`config.mk`:
```
export PLATFORM = sky130hd
export DESIGN_NAME = pred_regfile
export DESIGN_NICKNAME = d
export VERILOG_FILES = /design/src/rtl/pred_regfile.sv
export SDC_FILE = /design/constraint.sdc
export NUM_CORES = 1
export LEC_CHECK = 0
export ABC_AREA = 1
export BUFFER_PORTS_ARGS = -buffer_cell sky130_fd_sc_hd__buf_2
export CAP_MARGIN = 20
export CORE_UTILIZATION = 39
export CTS_CLUSTER_DIAMETER = 30
export DETAILED_ROUTE_END_ITERATION = 10
export MAX_ROUTING_LAYER = met4
export SLEW_MARGIN = 10
export SYNTH_ARGS = -nofsm -noshare
export SYNTH_HDL_FRONTEND = slang
export SYNTH_SLANG_ARGS = --single-unit
```
`constraint.sdc`:
```
create_clock -name clk -period 6.05 [get_ports clk]
set_input_delay 1.21 -clock clk [delete_from_list [all_inputs] [get_ports clk]]
set_output_delay 1.21 -clock clk [all_outputs]
set_load 0.01 [all_outputs]
```
`src/rtl/pred_regfile.sv`:
```
module pred_regfile #(
  parameter int NUM_PREDS = 64,
  parameter int NUM_RD    = 3
) (
  input  logic                                  clk,
  input  logic                                  rst_n,
  input  logic                                  cmp_en,
  input  logic [$clog2(NUM_PREDS)-1:0]          cmp_dst_t,
  input  logic [$clog2(NUM_PREDS)-1:0]          cmp_dst_f,
  input  logic                                  cmp_res,
  input  logic [NUM_RD*$clog2(NUM_PREDS)-1:0]   rd_sel,
  input  logic [NUM_RD-1:0]                     op_valid,
  output logic [NUM_RD-1:0]                     guard,
  output logic [NUM_RD-1:0]                     op_fire,
  output logic                                  cmp_clash
);
  localparam int IW = $clog2(NUM_PREDS);

  logic [NUM_PREDS-1:0] pr_q;
  logic                 wr_ok;

  assign wr_ok = cmp_en && (cmp_dst_t != cmp_dst_f);
  assign pr_q[0] = 1'b1;

  for (genvar g = 1; g < NUM_PREDS; g++) begin : g_flag
    logic hit_t, hit_f;
    assign hit_t = wr_ok && (cmp_dst_t == IW'(g));
    assign hit_f = wr_ok && (cmp_dst_f == IW'(g));
    always_ff @(posedge clk) begin
      if (!rst_n)     pr_q[g] <= 1'b0;
      else if (hit_t) pr_q[g] <= cmp_res;
      else if (hit_f) pr_q[g] <= ~cmp_res;
    end
  end

  for (genvar i = 0; i < NUM_RD; i++) begin : g_lane
    logic [IW-1:0] idx;
    assign idx = rd_sel[i*IW +: IW];
    always_comb begin
      guard[i] = pr_q[idx];
      if (wr_ok && idx != '0) begin
        if (idx == cmp_dst_t)      guard[i] = cmp_res;
        else if (idx == cmp_dst_f) guard[i] = ~cmp_res;
      end
    end
    assign op_fire[i] = op_valid[i] & guard[i];
  end

  always_ff @(posedge clk) begin
    if (!rst_n) cmp_clash <= 1'b0;
    else        cmp_clash <= cmp_en && (cmp_dst_t == cmp_dst_f);
  end
endmodule

```
Word level (Yosys, flattened, before mapping)
Index checks and enable logic that the tools add are counted.
{"block": "word_totals", "register_bits": 64, "input_bits": 37, "elab_cells": 543}
{"block": "classes", "magnitude_cmp": 3, "n_eq_ne": 134, "muxes": 141, "n_bitwise": 4, "n_reduce_logical": 197}
{"cell": "equality test 6 bit, second input constant", "count": 64}
{"cell": "equality test 6 x 5 -> 1 bit, second input constant", "count": 32}
{"cell": "2-to-1 mux 1 bit", "count": 138}
{"cell": "logical AND 1 bit", "count": 131}
{"cell": "nonzero test 2 bit", "count": 63}
{"cell": "equality test 6 x 4 -> 1 bit, second input constant", "count": 16}
{"cell": "equality test 6 x 3 -> 1 bit, second input constant", "count": 8}
{"cell": "equality test 6 bit", "count": 7}
{"cell": "equality test 6 x 2 -> 1 bit, second input constant", "count": 4}
{"cell": "< comparator 6 x 7 -> 1 bit, second input constant", "count": 3}
{"cell": "binary-select mux 1 bit (select 6 bit)", "count": 3}
{"cell": "nonzero test 6 bit", "count": 3}
{"cell": "equality test 6 x 1 -> 1 bit, second input constant", "count": 2}
{"cell": "!= test 6 bit", "count": 1}
{"cell": "AND 1 bit", "count": 3}
{"cell": "inverter 1 bit", "count": 1}

Depth between registers and ports, before layout
{"block": "depth", "ltp_word": 6, "depth_mapped": 15, "ltp_nobuf": 14}

Least setup slack after synthesis
Ideal clock, no wire load.
{"block": "synth_timing", "path_type": "input port to output port", "startpoint": "input rd_sel[6]", "endpoint": "output op_fire[1]", "arrival_time_ns": 2.523, "path_slack_ns": 2.317, "path_stages": 12, "path_buffers": 2, "path_cell_list": "clkbuf_1 > clkinv_1 > clkbuf_1 > nand2_1 > nand4_1 > nor2_1 > nand3_1 > nand2_1 > nand2_1 > nand3_1 > nand2_1 > nor2_1"}
{"block": "synth_between", "elab_chain_cells": 6, "elab_cells_between_ends": 10}
{"item": "from (decl)", "line": "11", "source": "input logic [NUM_RD*$clog2(NUM_PREDS)-1:0] rd_sel,"}
{"item": "binary-select mux 1 bit (select 6 bit)", "line": "40", "source": "guard[i] = pr_q[idx];"}
{"item": "2-to-1 mux 1 bit (not written as such)", "line": "40"}
{"item": "2-to-1 mux 1 bit", "line": "43", "source": "else if (idx == cmp_dst_f) guard[i] = ~cmp_res;"}
{"item": "2-to-1 mux 1 bit", "line": "42", "source": "if (idx == cmp_dst_t) guard[i] = cmp_res;"}
{"item": "2-to-1 mux 1 bit (*)", "line": "41", "source": "if (wr_ok && idx != '0) begin"}
{"item": "AND 1 bit (*)", "line": "46", "source": "assign op_fire[i] = op_valid[i] & guard[i];"}
{"item": "to (decl)", "line": "14", "source": "output logic [NUM_RD-1:0] op_fire,"}
Mark *: on every way between the ends. The rest lies on a longest branch, timed or not. The select of a mux whose other input is x is not followed.

Worst setup path after layout
Same ends and word-level chain as after synthesis.

==> reports/summary.txt <==
Status -> finished, final reports clean
Io pins -> 44
Hold_sp -> pr_q[31]$_SDFFE_PN0P_
Worst VDD drop -> 127 uV
Critical Path Max Stage Delay -> 0.74 ns
Synth cell types -> 27
Layout cells sized above 1 -> 7.12%
H-tree lvl count -> 3
Die area -> 18,400 um^2
Crit. End Element -> primary output
Relative slew margins -> 43.7%
Clock sinks -> 64
Vias in the first global route -> 7,312
First DRT Iteration DRCs -> 1,151
Filler cells -> 2,044
Power density cells -> 176 nW/um^2
Longest Clk Path Bufs -> 2
Setup crit start -> rd_sel[6]
Clk_lat worst skew -> 0.35 ns
GRT Resource Usage Total -> 30.7%
Starting Density -> 40.1%
Hold WS -> 0.482 ns
CP cell instances -> buf_2, buf_4, clkinv_1, nand2_1, nand3_1, nand3_1, nand3_1, nand2_1, nand2_1, nand2_1, inv_1, nand3_1, nand2_1, nor2_1, buf_2
NumNets Final -> 1,395
Final Cell Area -> 7480 um^2
WL final -> 26,900 um
Via count -> 8,732
# DRC -> 0
Max FO, Critical Path -> 41
Placed Area -> 7160 um^2
Syn. warnings -> 0
Post-synth top area cell -> nand2_1
Crit Reg-Reg Startpoint -> pr_q[55]$_SDFFE_PN0P_
Worst setup margin -> 1.21 ns
Drt wl/cell -> 16.9 um
Die Y -> 136 um
# setup viols final -> 0
Share of the synthesized area in the top cell type -> 27.7%
Syn nets -> 1,419
Final core utilization -> 43.1%
Clock tree from TritonCTS -> done
Antenna-violating nets left -> 0
Most common cell in the netlist -> nand2_1
1st-pass router iterations -> 5
Max-Cap Viols -> 0
Clock slew at reported path FFs -> 0.05 ns
RSZ-0062 raised after global routing -> no
Final worst path period share -> 80.1%
TritonCTS Buffers -> 9
Antenna Cells -> 0
Critical path arrival -> 3.63 ns
Post-CTS Resized -> 0
Initial antenna violation count -> 0
Port Buffers -> 43
Hold Path Class -> register to register
Critical Path Most Common Cell -> nand2_1
Commonest cells in the netlist -> 514 x nand2_1, 329 x nand3_1, 154 x inv_1
Placer Congestion -> 0.984
HPWL after DPL -> 19,400 um
Post-route setup TNS -> 0 ns
Largest net degree at the start of global routing -> 80
Syn Area/Cell -> 5.04 um^2
Number of flops mapped to enable cells by yosys -> 0
Seq/Total Area, Yosys -> 18.4%
Asr flop ratio synth -> 0%
Final Critical Period -> 4.84 ns
Register bit total from synthesis -> 64
Slowest cell on crit path -> clkinv_1
Skew final -> 0 ns
Die X -> 136 um
CTS Hold Bufs -> 0
Cells after Synth -> 1,382
Fmax -> 206 MHz
Startpoint Class -> primary input
Dpl ws -> 1.31 ns
Static Leak -> 3.77 nW
Final Hold Viols -> 0
Std-Cell Rows -> 48
Root buf cell -> clkbuf_16
Routed vias/inst -> 5.50
Crit path kind -> primary input to primary output
Setup bufs post-CTS -> 0
Area grow syn2layout -> 7.33%
Synthesized area -> 6970 um^2
First-pass GRT wire length -> 41,800 um
Main flop type after synthesis -> dfxtp_1
Grt ovf -> 0
CORE AREA -> 17,400 um^2
Max-slew violations -> 0
Area contributors post-synth -> nand2_1 28%, nand3_1 24%, dfxtp_1 18%
Critical Path RT -> 4.84 ns
Worst-Margin Slew -> 0.844 ns
-- registers in the layout, summed over array words and instances, names as in the netlist --
| register | cells |
|---|---|
| cmp_clash | 1 |
| pr_q | 63 |
-- worst paths after layout --
check,end,slack [ns],depth (start not counted)
max,op_fire[1],1.21,15
max reg2reg,pr_q[55]$_SDFFE_PN0P_,5.19,4
min,pr_q[31]$_SDFFE_PN0P_,0.48,2
min reg2reg,pr_q[31]$_SDFFE_PN0P_,0.48,2
-- worst max-delay path: cells and delay by family --
family / cells / cell delay [ns]
AND/OR/NAND/NOR: 10 / 1.04
buffers and inverters: 5 / 1.36
-- report_power, final --
part / internal, mW / switching [mW]
clock network: 0.369 / 0.207
registers: 0.426 / 0.00407
logic: 0.0819 / 0.228
-- per-layer routing --
| layer | wire [um] | up-vias | GRT usage (%) | part of all wire, % |
|---|---|---|---|---|
| li1 | - | 4302 | - | - |
| met1 | 12100 | 3983 | 42.2 | 45 |
| met2 | 11900 | 399 | 45.3 | 44 |
| met3 | 2280 | 48 | 4.23 | 8.5 |
| met4 | 685 | 0 | 10.9 | 2.5 |
| met5 | 0 | - | - | 0 |
-- cells in the final DEF, fill, tap and decap left out, drive strengths merged --
master    instances
nor3b             1
nand4            11
buf              52
xnor2             4
nand2           515
dfxtp            64
nor3              2
o211ai           12
clkinvlp          1
clkbuf           10
nor2            125
clkinv            9
nand3           330
bufinv            2
o21ai            23
a21oi            20
xor2              8
nand3b            3
nor4              3
inv             164
a31oi             4
-- final cells by class --
type                            instances  area (um^2)  share of cell area (%)
Clock buffer                           10          239                    3.20
Clock inverter                          6         82.6                    1.10
Tap cell                              225          282                    3.77
Sequential cell                        64         1280                    17.1
Inverter                              170          638                    8.53
Timing Repair Buffer                   52          283                    3.78
Multi-Input combinational cell       1061         4670                    62.5
-- cell families after synthesis --
family	count (synthesis)	share of synthesized area (%)
AO/OA/AOI/OAI	59	4.74
XOR/XNOR	12	1.51
buffers and inverters	257	14.5
flip-flops	64	18.4
AND/OR/NAND/NOR	990	60.8
-- per-stage QoR --
stage	std cells	power [mW]
after global routing	1588	1.37
final	1588	1.32
after CTS	1588	1.32
after floorplan	1382	0.653
after detailed placement	1572	0.741
after global placement	1572	0.740
(Power assumes the default switching activity.)
